--- src/rtl/zsa_pkg.sv ---
package zsa_pkg;

  localparam int WORD_BITS = 32;

  // strobes from control to the bit datapath
  typedef struct packed {
    logic armSkip;    // first word carries the two header bytes
    logic inputDone;  // last word has entered the FIFO
  } zsaCtl_t;

  function automatic logic [WORD_BITS-1:0] orderBytes(input logic [WORD_BITS-1:0] w,
                                                      input logic bigEnd);
    return bigEnd ? {w[7:0], w[15:8], w[23:16], w[31:24]} : w;
  endfunction

  function automatic logic headerOk(input logic [7:0] cmf, input logic [7:0] flg);
    logic [15:0] both;
    both = {cmf, flg};
    return (cmf[3:0] == 4'd8) && (cmf[7:4] <= 4'd7) && !flg[5] &&
           ((both % 16'd31) == 16'd0);
  endfunction

endpackage

--- src/rtl/zsa_fifo.sv ---
module zsa_fifo #(
  parameter int WIDTH = 32,
  parameter int DEPTH = 16
) (
  input  logic             clk,
  input  logic             rstN,
  input  logic             push,
  input  logic [WIDTH-1:0] pushData,
  input  logic             pop,
  output logic [WIDTH-1:0] head,
  output logic             empty,
  output logic             full
);
  localparam int AW = $clog2(DEPTH);

  logic [WIDTH-1:0] mem [DEPTH];
  logic [AW-1:0]    wrPtr, rdPtr;
  logic [AW:0]      count;

  assign empty = (count == '0);
  assign full  = (count == (AW+1)'(DEPTH));
  assign head  = mem[rdPtr];

  always_ff @(posedge clk) begin
    if (push && !full) mem[wrPtr] <= pushData;
  end

  always_ff @(posedge clk or negedge rstN) begin
    if (!rstN) begin
      wrPtr <= '0;
      rdPtr <= '0;
      count <= '0;
    end else begin
      if (push && !full) wrPtr <= (wrPtr == AW'(DEPTH-1)) ? '0 : wrPtr + 1'b1;
      if (pop && !empty) rdPtr <= (rdPtr == AW'(DEPTH-1)) ? '0 : rdPtr + 1'b1;
      count <= count + (AW+1)'(push && !full) - (AW+1)'(pop && !empty);
    end
  end
endmodule

--- src/rtl/zsa_ctrl.sv ---
module zsa_ctrl
  import zsa_pkg::*;
(
  input  logic                 clk,
  input  logic                 rstN,
  input  logic                 srcValid,
  input  logic                 srcLast,
  input  logic [WORD_BITS-1:0] srcWord,
  input  logic                 fifoFull,
  output logic                 srcReady,
  output logic                 fifoPush,
  output zsaCtl_t              ctl,
  output logic                 hdrGood,
  output logic                 hdrError
);
  typedef enum logic [1:0] {ST_HDR, ST_RUN, ST_ERR} state_t;

  state_t state;
  logic   endSeen;
  logic   hdrPass;
  logic   taken;

  always_comb begin
    hdrPass  = headerOk(srcWord[7:0], srcWord[15:8]);
    srcReady = (state == ST_HDR) || (state == ST_RUN && !fifoFull && !endSeen);
    taken    = srcValid && srcReady && (state == ST_RUN || hdrPass);
    fifoPush = taken;
    ctl.armSkip   = (state == ST_HDR) && srcValid && hdrPass;
    ctl.inputDone = endSeen;
    hdrGood  = (state == ST_RUN);
    hdrError = (state == ST_ERR);
  end

  always_ff @(posedge clk or negedge rstN) begin
    if (!rstN) begin
      state   <= ST_HDR;
      endSeen <= 1'b0;
    end else begin
      if (state == ST_HDR && srcValid) state <= hdrPass ? ST_RUN : ST_ERR;
      if (taken && srcLast) endSeen <= 1'b1;
    end
  end
endmodule

--- src/rtl/zsa_datapath.sv ---
module zsa_datapath
  import zsa_pkg::*;
#(
  parameter int BUF_BITS = 64,
  parameter int WIN_BITS = 16,
  localparam int CW = $clog2(BUF_BITS + 1),
  localparam int NW = $clog2(WIN_BITS + 1)
) (
  input  logic                 clk,
  input  logic                 rstN,
  input  zsaCtl_t              ctl,
  input  logic [WORD_BITS-1:0] fifoHead,
  input  logic                 fifoEmpty,
  input  logic                 consumeEn,
  input  logic [NW-1:0]        consumeBits,
  input  logic                 alignReq,
  output logic                 fifoPop,
  output logic [WIN_BITS-1:0]  winData,
  output logic                 winValid,
  output logic [CW-1:0]        winAvail
);
  logic [BUF_BITS-1:0]  bitBuf, keptBuf;
  logic [CW-1:0]        bitCnt, keptCnt, shiftN, loadLen;
  logic [WORD_BITS-1:0] loadWord;
  logic                 skipPend;
  logic                 drained;

  always_comb begin
    drained  = ctl.inputDone && fifoEmpty;
    winValid = (bitCnt >= CW'(WIN_BITS)) || (drained && bitCnt != '0);
    shiftN   = '0;
    if (consumeEn && winValid)
      shiftN = (CW'(consumeBits) > bitCnt) ? bitCnt : CW'(consumeBits);
    else if (alignReq)
      shiftN = {{(CW-3){1'b0}}, bitCnt[2:0]};
    keptBuf  = bitBuf >> shiftN;
    keptCnt  = bitCnt - shiftN;
    fifoPop  = !fifoEmpty && (keptCnt < CW'(WORD_BITS));
    loadWord = skipPend ? {16'h0, fifoHead[31:16]} : fifoHead;
    loadLen  = skipPend ? CW'(16) : CW'(WORD_BITS);
  end

  assign winData  = bitBuf[WIN_BITS-1:0];
  assign winAvail = bitCnt;

  always_ff @(posedge clk or negedge rstN) begin
    if (!rstN) begin
      bitBuf   <= '0;
      bitCnt   <= '0;
      skipPend <= 1'b0;
    end else begin
      if (fifoPop) begin
        bitBuf <= keptBuf | (BUF_BITS'(loadWord) << keptCnt);
        bitCnt <= keptCnt + loadLen;
      end else begin
        bitBuf <= keptBuf;
        bitCnt <= keptCnt;
      end
      if (ctl.armSkip)  skipPend <= 1'b1;
      else if (fifoPop) skipPend <= 1'b0;
    end
  end
endmodule

--- src/rtl/zstream_aligner.sv ---
module zstream_aligner
  import zsa_pkg::*;
#(
  parameter int WIN_BITS   = 16,
  parameter int FIFO_DEPTH = 16,
  parameter int BUF_BITS   = 64,
  localparam int CW = $clog2(BUF_BITS + 1),
  localparam int NW = $clog2(WIN_BITS + 1)
) (
  input  logic                clk,
  input  logic                rstN,
  input  logic                cfgBigEndian,
  input  logic                cfgUseDma,
  input  logic                regWrValid,
  input  logic [31:0]         regWrData,
  input  logic                regWrLast,
  output logic                regWrReady,
  input  logic                dmaValid,
  input  logic [31:0]         dmaData,
  input  logic                dmaLast,
  output logic                dmaReady,
  input  logic                consumeEn,
  input  logic [NW-1:0]       consumeBits,
  input  logic                alignReq,
  output logic [WIN_BITS-1:0] winData,
  output logic                winValid,
  output logic [CW-1:0]       winAvail,
  output logic                hdrGood,
  output logic                hdrError
);
  logic                 srcValid, srcLast, srcReady;
  logic [WORD_BITS-1:0] srcWord, fifoHead;
  logic                 fifoPush, fifoPop, fifoEmpty, fifoFull;
  zsaCtl_t              ctl;
  logic                 endSeen;

  assign srcValid   = cfgUseDma ? dmaValid : regWrValid;
  assign srcLast    = cfgUseDma ? dmaLast  : regWrLast;
  assign srcWord    = orderBytes(cfgUseDma ? dmaData : regWrData, cfgBigEndian);
  assign regWrReady = !cfgUseDma && srcReady;
  assign dmaReady   = cfgUseDma && srcReady;
  assign endSeen    = ctl.inputDone;

  zsa_ctrl u_ctrl (
    .clk(clk), .rstN(rstN), .srcValid(srcValid), .srcLast(srcLast),
    .srcWord(srcWord), .fifoFull(fifoFull), .srcReady(srcReady),
    .fifoPush(fifoPush), .ctl(ctl), .hdrGood(hdrGood), .hdrError(hdrError)
  );

  zsa_fifo #(.WIDTH(WORD_BITS), .DEPTH(FIFO_DEPTH)) u_fifo (
    .clk(clk), .rstN(rstN), .push(fifoPush), .pushData(srcWord),
    .pop(fifoPop), .head(fifoHead), .empty(fifoEmpty), .full(fifoFull)
  );

  zsa_datapath #(.BUF_BITS(BUF_BITS), .WIN_BITS(WIN_BITS)) u_dp (
    .clk(clk), .rstN(rstN), .ctl(ctl), .fifoHead(fifoHead),
    .fifoEmpty(fifoEmpty), .consumeEn(consumeEn), .consumeBits(consumeBits),
    .alignReq(alignReq), .fifoPop(fifoPop), .winData(winData),
    .winValid(winValid), .winAvail(winAvail)
  );
endmodule

--- config.mk ---
export PLATFORM = sky130hd
export DESIGN_NAME = zstream_aligner
export DESIGN_NICKNAME = d
export VERILOG_FILES = /design/src/rtl/zsa_pkg.sv /design/src/rtl/zsa_fifo.sv /design/src/rtl/zsa_ctrl.sv /design/src/rtl/zsa_datapath.sv /design/src/rtl/zstream_aligner.sv
export SDC_FILE = /design/constraint.sdc
export NUM_CORES = 1
export LEC_CHECK = 0
export BUFFER_PORTS_ARGS = -buffer_cell sky130_fd_sc_hd__buf_2
export CAP_MARGIN = 15
export CORE_MARGIN = 2
export CORE_UTILIZATION = 55
export DETAILED_ROUTE_END_ITERATION = 6
export PLACE_DENSITY = 0.8
export SKIP_LAST_GASP = 1
export SLEW_MARGIN = 20
export SYNTH_ARGS = -nofsm -noshare
export SYNTH_HDL_FRONTEND = slang
export SYNTH_SLANG_ARGS = --single-unit
--- constraint.sdc ---
create_clock -name clk -period 16.4 [get_ports clk]
set_input_delay 3.28 -clock clk [delete_from_list [all_inputs] [get_ports clk]]
set_output_delay 3.28 -clock clk [all_outputs]
set_load 0.01 [all_outputs]
* Word-level counts from Yosys, hierarchy flattened *
Memories as Yosys holds them, arrays and structs flattened.
Index checks and enable logic that the tools add are counted.

word-level totals
  register bits = 88
  RAM bits = 512
  input port bits = 79
  memories = 1

cells by class
  add/sub/neg operators = 6
  div/mod/pow operators = 1
  order comparisons = 4
  eq/ne operators = 6
  shift operators = 2
  muxes and demuxes = 18
  bitwise operators = 1
  reduce and logical (&&, ||, !) cells = 31

memories
  memory      depth  bits a word  rd ports  clocked after Yosys merged registers in  wr ports  line            text
  u_fifo.mem  16     32           1         0                                        1         zsa_fifo.sv:16  logic [WIDTH-1:0] mem [DEPTH];

operator list
  cell                                                                                  count
  32-bit 2-to-1 mux                                                                     3
  64-bit 2-to-1 mux                                                                     1
  64-bit bitwise OR                                                                     1
  32-bit by 7-bit left shift with 64-bit output                                         1
  64-bit by 7-bit right shift with 64-bit output                                        1
  7-bit 2-to-1 mux                                                                      3
  1-bit logical AND                                                                     18
  16-bit zero test                                                                      1
  16-bit by 5-bit modulo with 16-bit output (second input constant)                     1
  4-bit == test (second input constant)                                                 3
  4-bit by 1-bit adder with 4-bit output (second input constant)                        2
  4-bit 2-to-1 mux                                                                      2
  7-bit adder                                                                           1
  7-bit by 5-bit greater-or-equal comparator with 1-bit output (second input constant)  1
  5-bit by 7-bit greater-than comparator with 1-bit output                              1
  7-bit by 6-bit less-than comparator with 1-bit output (second input constant)         1
  7-bit nonzero test                                                                    1
  7-bit subtractor                                                                      1
  1-bit 2-to-1 mux                                                                      6
  6-bit 2-to-1 mux                                                                      1
  5-bit by 1-bit adder with 5-bit output                                                1
  5-bit == test (second input constant)                                                 1
  1-bit zero test                                                                       5
  5-bit zero test                                                                       1
  9 further kinds                                                                       11

* Logic depth before layout (Yosys ltp) *
Gate-level depths: netlist (run 1).

  word-level depth = 11
  depth in mapped cells = 41

* Modules after synthesis *
Synthesis (run 1) repeated with hierarchy kept, for this count alone.

unflattened totals
  cells, all modules = 2,519
  area, all modules = 32,787.7 sq um

by module, submodules not included
  module           times used  cells an instance  area an instance (sq um)  seq. area each (sq um)
  zsa_fifo         1           950                20,382.0                  15,700.1
  zsa_datapath     1           1,158              8,836.0                   1,801.7
  zsa_ctrl         1           368                2,713.9                   75.1
  zstream_aligner  1           43                 855.8                     0.0

* Least setup slack after synthesis (run 1) *
Ideal clock, no wire load.

  kind = input to register
  from = input cfgBigEndian
  to = memory u_fifo.mem[3][0], enable pin
  arrival time = 10.955 ns
  required time = 16.008 ns
  path slack = 5.053 ns
  stages on the path = 32
  path buffers = 4
  path through = buf_2 buf_2 mux2i_1 nand2_1 o21ai_1 inv_2 buf_1 a31oi_1 o221ai_1 o22ai_1 nor3b_1 mux2i_1 o41a_1 or4_4 a21oi_2 nand3_2 mux2_4 a211o_1 a21o_1 o31a_1 ha_1 o21a_1 o211ai_2 nand2_2 xnor2_1 ha_1 a41oi_1 nor4b_1 o31ai_2 nor3_1 buf_2 and3_1

on the way
  cells in the longest elaborated chain, start to end = 10

RTL lines
  item                                                                               line                   text
  from (decl)                                                                        zstream_aligner.sv:12  input logic cfgBigEndian,
  32-bit 2-to-1 mux *                                                                zsa_pkg.sv:13          return bigEnd ? {w[7:0], w[15:8], w[23:16], w[31:24]} : w;
  named net srcWord[0]                                                               zstream_aligner.sv:32  logic [WORD_BITS-1:0] srcWord, fifoHead;
  branches (longest 3 deep; another with 16-bit by 5-bit modulo with 16-bit output)  -
  1-bit logical AND *                                                                zsa_pkg.sv:19          return (cmf[3:0] == 4'd8) && (cmf[7:4] <= 4'd7) && !flg[5] &&
  1-bit logical OR *                                                                 zsa_ctrl.sv:26         taken = srcValid && srcReady && (state == ST_RUN || hdrPass);
  1-bit logical AND *                                                                zsa_ctrl.sv:26
  1-bit logical AND *                                                                zsa_fifo.sv:25         if (push && !full) mem[wrPtr] <= pushData;
  1-bit 2-to-1 mux *                                                                 zsa_fifo.sv:25
  1-bit 2-to-1 mux (not written as such) *                                           zsa_fifo.sv:25
  to (decl)                                                                          zsa_fifo.sv:16

Mark *: on every way through the listed nets, which the timed path passes.

* Final worst setup path (run 1) *
  from = input cfgBigEndian
  to = register u_fifo.count[4]

on the way
  cells in the longest elaborated chain, start to end = 10

RTL lines
  item                                                                               line            text
  32-bit 2-to-1 mux *                                                                zsa_pkg.sv:13
  branches (longest 3 deep; another with 16-bit by 5-bit modulo with 16-bit output)  -
  1-bit logical AND *                                                                zsa_pkg.sv:19
  1-bit logical OR *                                                                 zsa_ctrl.sv:26
  1-bit logical AND *                                                                zsa_ctrl.sv:26
  1-bit logical AND *                                                                zsa_fifo.sv:36  count <= count + (AW+1)'(push && !full) - (AW+1)'(pop && !empty);
  5-bit by 1-bit adder with 5-bit output *                                           zsa_fifo.sv:36
  5-bit by 1-bit subtractor with 5-bit output *                                      zsa_fifo.sv:36
  to (signal assigned)                                                               zsa_fifo.sv:36
  to (decl)                                                                          zsa_fifo.sv:18  logic [AW:0] count;

Mark *: on every way between the ends.
A chain may end at the register's enable or synchronous reset.

==> summary.md, run 1 <==
| Metric | Value |
|---|---|
| Crit share post-route | 78.8% |
| Wire per inst | 27.4 um |
| CTS tree | built |
| Initial Util | 55.4% |
| Dpl cell area | 32200 sq um |
| Synth Area per Inst | 14.1 sq um |
| Number of nets in the layout | 2353 |
| Cts bufs inserted | 58 |
| Via/cell ratio | 6.69 |
| Final Util | 60.9% |
| Area leader, netlist | edfxtp_1 |
| First drt pass iteration count | 6 |
| Layout area overhead | 9.87% |
| Cell Pwr Density | 218 nW/um^2 |
| Die Ht | 242 um |
| Yosys cell types | 112 |
| Vias in the first global route | 20400 |
| CTS resizes | 0 |
| Max Freq | 77.4 MHz |
| Slowest CP cell | a211oi_2 |
| Synth area leaders | edfxtp_1, mux4_2, mux2i_1, dfrtp_1, nand2_1 |
| Total global-route track usage | 28.6% |
| Post-CTS Hold Buffers | 0 |
| RSZ-0062 raised after global routing | no |
| Diode count | 0 |
| IO Pins | 107 |
| Port buffer count | 106 |
| Setup CP Type | in2reg |
| Endpoints failing setup | 0 |
| CTS Sinks | 600 |
| Detailed Route WL | 83700 um |
| Core Area | 56200 sq um |
| Startpoint type of the worst setup path | input pin |
| Global-route wire length before repair | 127000 um |
| Slew margin rel. | 27.3% |
| # DRC | 0 |
| Final Skew | 0.0416 ns |
| Finished layout cell area | 34200 sq um |
| P_leak | 12.5 nW |
| Worst-Skew Late Latency | 0.65 ns |
| Flops & latches, synth | 600 |
| Kind of end point of the critical path | register |
| Max Cap Violations | 0 |
| Status | complete, no violations |
| Fill count | 4187 |
| Share of layout cells above drive strength 1 | 22.3% |
| Worst VDD drop | 0.000233 V |
| Count leader, synth | edfxtp_1 |
| Final-report hold violation count | 0 |
| Root buffer cell | clkbuf_16 |
| Sequential share of the synthesized area | 56.4% |
| Share of the synthesized area in the top cell type | 49.4% |
| Largest net degree at the start of global routing | 101 |
| Row count | 87 |
| Crit path time final | 12.92 ns |
| Setup repair bufs after CTS | 0 |
| Initial antenna violation count | 6 |
| Critical path fanouts, max | 37 |
| Clock buffer depth | 3 |
| Arr. time, crit path | 13.42 ns |
| Prevailing post-synth register cell | edfxtp_1 |
| Post-Synthesis Cells | 2215 |
| Worst-Margin Slew | 1.09 ns |
| GPL Wtd Cong | 0.956 |
| Synth Cell Area | 31100 sq um |
| Post-synth EDFFs | 512 |
| Commonest cells post-synth | edfxtp_1, mux2i_1, nand2_1 |
| Setup tns final | 0 ns |
| Die area | 58500 sq um |
| Grt total ovfl | 0 |
| Max stage delay on crit path | 0.66 ns |
| Synth warn | 0 |
| Total number of vias | 20400 |
| Chip Width | 242 um |
| CP required | 16.90 ns |
| Htree depth | 2 |
| 1st-iter DRT viols | 2296 |
| Asr flop ratio synth | 14.7% |
| Pins Over Slew Limit | 0 |
| Clock transition at path regs | 0.07 ns |
| Post-DRT Antenna Nets | 0 |
| HP Class | reg2reg |
| HPWL after DPL | 54300 um |
| Total nets after synthesis | 2322 |
==> path summary, 6_finish.rpt <==
kind                                        from              end  slack (ns)  depth (start not counted)
worst max-delay path                cfgBigEndian  u_fifo.count[4]        3.48                         37
worst min-delay path             u_ctrl.state[1]  u_ctrl.state[1]        0.51                          1
worst max register to register  u_dp.winAvail[1]  u_dp.bitBuf[31]        9.18                         20
worst min register to register   u_ctrl.state[1]  u_ctrl.state[1]        0.51                          1
max in group asynchronous                   rstN  u_fifo.rdPtr[0]       12.54                          2
min in group asynchronous                   rstN  u_dp.bitBuf[49]        2.48                          1
==> cells by family after synthesis <==
family	Yosys count	synth area share [%]
buffers and inverters	205	2.81
other	1	0.0120
flip-flops	600	56.4
AND/OR/NAND/NOR	552	8.30
AO/OA/AOI/OAI	332	7.62
multiplexers	473	22.9
adder cells (fa/ha/maj)	29	1.23
XOR/XNOR	23	0.647
==> sequential cells by signal (all words and copies together), names as in the netlist <==
signal,count
u_fifo.mem,512
u_dp.bitBuf,64
u_dp.winAvail,7
u_fifo.count,5
u_fifo.rdPtr,4
u_fifo.wrPtr,4
u_ctrl.state,2
u_ctrl.endSeen,1
u_dp.skipPend,1
==> layout by cell type (no fill, tap or decap), types with 8 or more instances in the layout <==
master / netlist / routed
xnor2_1: 17 / 15
mux2i_1: 253 / 253
clkinv_2: 0 / 10
o21ai_0: 59 / 59
dfrtp_1: 88 / 84
a21oi_1: 68 / 68
ha_1: 25 / 25
nand2b_1: 29 / 29
nor2_1: 146 / 145
mux2_2: 23 / 23
a21o_1: 12 / 12
buf_4: 18 / 24
edfxtp_1: 512 / 512
o211ai_1: 10 / 10
mux4_2: 187 / 187
nor2b_1: 10 / 10
a211o_1: 12 / 12
inv_1: 37 / 36
a211oi_1: 12 / 12
clkbuf_16: 0 / 58
and2_1: 13 / 13
a31oi_1: 15 / 15
nor3_1: 17 / 17
or3_1: 10 / 10
nand2_1: 225 / 225
or2_2: 8 / 8
o22ai_1: 18 / 18
clkinv_1: 4 / 12
nand3_1: 24 / 24
buf_2: 13 / 105
bufinv_16: 0 / 10
o221ai_1: 29 / 29
clkbuf_1: 82 / 10
and3_2: 0 / 16
==> worst max-delay path, delay by kind of cell <==
| kind | cells | cell delay [ns] |
|---|---|---|
| AO/OA/AOI/OAI | 14 | 3.84 |
| XOR/XNOR | 2 | 0.40 |
| adder cells (fa/ha/maj) | 4 | 1.15 |
| buffers and inverters | 5 | 1.70 |
| multiplexers | 3 | 0.95 |
| AND/OR/NAND/NOR | 9 | 2.07 |
==> metrics by stage <==
| step | setup slack [ns] | total power [W] | hold WS, ns | cells |
|---|---|---|---|---|
| floorplan | 5.05 | 0.00485 | 0.452 | 2215 |
| global placement | 3.67 | 0.00588 | 0.491 | 2942 |
| detailed placement | 3.15 | 0.00595 | 0.504 | 2942 |
| CTS | 3.67 | 0.00741 | 0.511 | 3051 |
| global route | 2.76 | 0.00785 | 0.560 | 3051 |
| finish | 3.48 | 0.00748 | 0.511 | 3051 |
==> layer usage <==
metal  routed length (um)  global-route usage, %
met5                   29                      0
met2                42200                   48.8
met4                 3460                   11.0
met1                31300                   37.5
met3                 6740                   3.86
==> power by group <==
part / switching (W) / total, W / internal [W]
Clock: 0.000604 / 0.00143 / 0.000824
Combinational: 0.00258 / 0.00414 / 0.00156
Sequential: 0.000121 / 0.00191 / 0.00179
==> final cells by class <==
cell class	count	area [sq um]	share of cell area (%)
clock inverter	39	527	1.54
tap	756	946	2.76
clock buffer	70	1520	4.43
inverter	46	174	0.508
timing repair buffer	130	726	2.12
sequential	600	17600	51.4
multi-input combinational	1410	12700	37.2
No activity file was read; power rests on OpenSTA's default activity.
==> inputs of run 2 (changes only) <==
--- a/config.mk
+++ b/config.mk
@@ -5,12 +5,13 @@
 export SDC_FILE = /design/constraint.sdc
 export NUM_CORES = 1
 export LEC_CHECK = 0
+export ABC_AREA = 1
 export BUFFER_PORTS_ARGS = -buffer_cell sky130_fd_sc_hd__buf_2
 export CAP_MARGIN = 15
 export CORE_MARGIN = 2
 export CORE_UTILIZATION = 55
 export DETAILED_ROUTE_END_ITERATION = 6
-export PLACE_DENSITY = 0.8
+export PLACE_DENSITY = 0.83
 export SKIP_LAST_GASP = 1
 export SLEW_MARGIN = 20
 export SYNTH_ARGS = -nofsm -noshare
==> constraint.sdc (replaced) <==
create_clock -name clk -period 11.2 [get_ports clk]
set_input_delay 2.24 -clock clk [delete_from_list [all_inputs] [get_ports clk]]
set_output_delay 2.24 -clock clk [all_outputs]
set_load 0.01 [all_outputs]
==> run 2 against run 1 <==
Wire length is 1.8% higher. Worst hold slack better by 0.043 ns. First-iteration DRC count is 45% higher. Global-route usage is 0.29 points lower. Cell count is 41% higher. Critical endpoint is now u_fifo.mem[15][29].
==> summary.md, run 2 <==
| Metric | Value |
|---|---|
| Status | complete, no violations |
| Fill count | 4448 |
| Crit path time final | 10.37 ns |
| Post-CTS Hold Buffers | 0 |
| GPL Wtd Cong | 0.955 |
| Sequential share of the synthesized area | 55.4% |
| Slowest CP cell | inv_1 |
| Post-DRT Antenna Nets | 0 |
| Grt total ovfl | 0 |
| Commonest cells post-synth | nand2_1, edfxtp_1, o21ai_0 |
| Setup CP Type | in2reg |
| Finished layout cell area | 35100 sq um |
| HP Class | reg2reg |
| Max stage delay on crit path | 0.49 ns |
| Die area | 59600 sq um |
| Number of nets in the layout | 3591 |
| Synth warn | 0 |
| Wire per inst | 19.8 um |
| RSZ-0062 raised after global routing | no |
| Largest net degree at the start of global routing | 99 |
| Synth area leaders | edfxtp_1, nand2_1, o21ai_0, dfrtp_1, nor2_1 |
| Biggest register | u_fifo.mem |
| Worst-Skew Late Latency | 0.65 ns |
| Global-route wire length before repair | 133000 um |
| Layout area overhead | 10.5% |
| Post-synth EDFFs | 512 |
| Post-Synthesis Cells | 3485 |
| Total global-route track usage | 28.3% |
| Vias in the first global route | 24500 |
| Most common cell after layout, fill and taps aside | nand2_1 |
| Initial antenna violation count | 0 |
| Clock transition at path regs | 0.06 ns |
| Flops & latches, synth | 600 |
| Final-report hold violation count | 0 |
| Asr flop ratio synth | 14.7% |
| CTS Sinks | 600 |
| HPWL after DPL | 53100 um |
| Arr. time, crit path | 10.64 ns |
| Detailed Route WL | 85200 um |
| Via/cell ratio | 6.07 |
| Dpl cell area | 32900 sq um |
| Worst-Margin Slew | 1.13 ns |
| Fin cells | 4296 |
| Kind of end point of the critical path | register |
| Synth Cell Area | 31700 sq um |
| Core Area | 57400 sq um |
| CTS tree | built |
| Htree depth | 2 |
| Count leader, synth | nand2_1 |
| Endpoints failing setup | 0 |
| Max Freq | 96.4 MHz |
| Final Skew | 0.0206 ns |
| Total nets after synthesis | 3592 |
| Root buffer cell | clkbuf_16 |
| IO Pins | 107 |
| Die Ht | 244 um |
| Prevailing post-synth register cell | edfxtp_1 |
| Share of the synthesized area in the top cell type | 48.4% |
| Critical path fanouts, max | 32 |
| Port buffer count | 106 |
| Area leader, netlist | edfxtp_1 |
| Max reg flops | 512 |
| CP required | 11.47 ns |
| Synth Area per Inst | 9.11 sq um |
| Clock buffer depth | 3 |
| First drt pass iteration count | 6 |
| Yosys cell types | 61 |
| Final Util | 61.1% |
| Most frequent cells in the layout | nand2_1, edfxtp_1, o21ai_0 |
| Initial Util | 55.3% |
| # DRC | 0 |
| Cts bufs inserted | 57 |
| Share of layout cells above drive strength 1 | 12.1% |
| Cells after DPL | 4186 |
| Total number of vias | 26100 |
| Slew margin rel. | 24.4% |
| Max Cap Violations | 0 |
| 1st-iter DRT viols | 3320 |
| Chip Width | 244 um |
| CP most frequent cell | nand2_2 |
| Row count | 88 |
| Pins Over Slew Limit | 0 |
| Startpoint type of the worst setup path | input pin |
| Diode count | 0 |
| Crit share post-route | 92.6% |
-- run 2: cell types whose count changed in the layout (fill, tap and decap cells not counted), moves of 29 or more --
cell / delta
a21oi_1: +66
o22ai_1: +46
nand2b_1: -29
nor2_1: +120
nand3_1: +84
mux2i_1: -215
o21ai_0: +405
nand2_2: +37
inv_1: +191
nand2_1: +679
buf_4: +35
mux4_2: -187
-- run 2: area by class of cell --
class,instances,area [sq um],area share (%)
multi-input cells,2392,12300,35.1
flip-flops and latches,600,17600,50.1
well taps,765,957,2.73
clock buffers,65,1460,4.15
repair buffers,174,1160,3.31
clock inverters,41,618,1.76
inverters,259,985,2.81
-- run 2: path summary, 6_finish.rpt --
| check | slack, ns | from | to | depth (start not counted) |
|---|---|---|---|---|
| hold reg to reg | 0.55 | u_ctrl.state[1] | u_ctrl.state[1] | 2 |
| setup / recovery | 0.83 | cfgUseDma | u_fifo.mem[15][29] | 63 |
| hold / removal | 0.55 | u_ctrl.state[1] | u_ctrl.state[1] | 2 |
| setup reg to reg | 4.78 | u_fifo.count[3] | u_fifo.count[4] | 31 |
| max in group asynchronous | 8.48 | rstN | u_fifo.rdPtr[0] | 2 |
| min in group asynchronous | 1.56 | rstN | u_dp.bitBuf[59] | 1 |
-- run 2: what timing repair did --
action,CTS,global route
setup buffers,0,4
setup endpoints to repair,0,346
resized for setup,0,1
-- run 2: worst max-delay path: cells and delay by family --
kind	cells	cell delay (ns)
compound gates	4	0.75
fa+ha+maj	2	0.41
buf+inv	8	1.79
simple gates	49	5.33
-- run 2: routing by layer --
| metal | global-route usage, % | wire length [um] | part of all wire (%) | vias up |
|---|---|---|---|---|
| li1 | - | - | - | 12000 |
| met1 | 36.1 | 31700 | 37 | 12200 |
| met5 | 0 | 0 | 0 | - |
| met3 | 4.80 | 8580 | 10 | 291 |
| met2 | 46.8 | 40900 | 48 | 1542 |
| met4 | 14.2 | 4130 | 4.8 | 0 |
-- run 2: through the flow --
step	TNS (ns)	hold slack (ns)	setup WS, ns
floorplan	0	0.448	0.864
global placement	0	0.531	0.360
detailed placement	-0.0279	0.537	-0.0279
CTS	0	0.554	0.572
global route	0	0.575	0.0397
finish	0	0.554	0.829
-- run 2: logic make-up after synthesis --
logic type | count (synthesis) | share of synthesized area [%]
flops | 600 | 55.4
compound gates | 882 | 16.1
fa+ha+maj | 28 | 1.17
xor+xnor | 19 | 0.548
buf+inv | 493 | 6.23
other cells | 1 | 0.0118
simple gates | 1424 | 19.4
mux | 38 | 1.20
Power of run 2 is left out: the tool's default activity adds up to more than one toggle a clock period on the data nets, which glitch-free logic cannot reach.
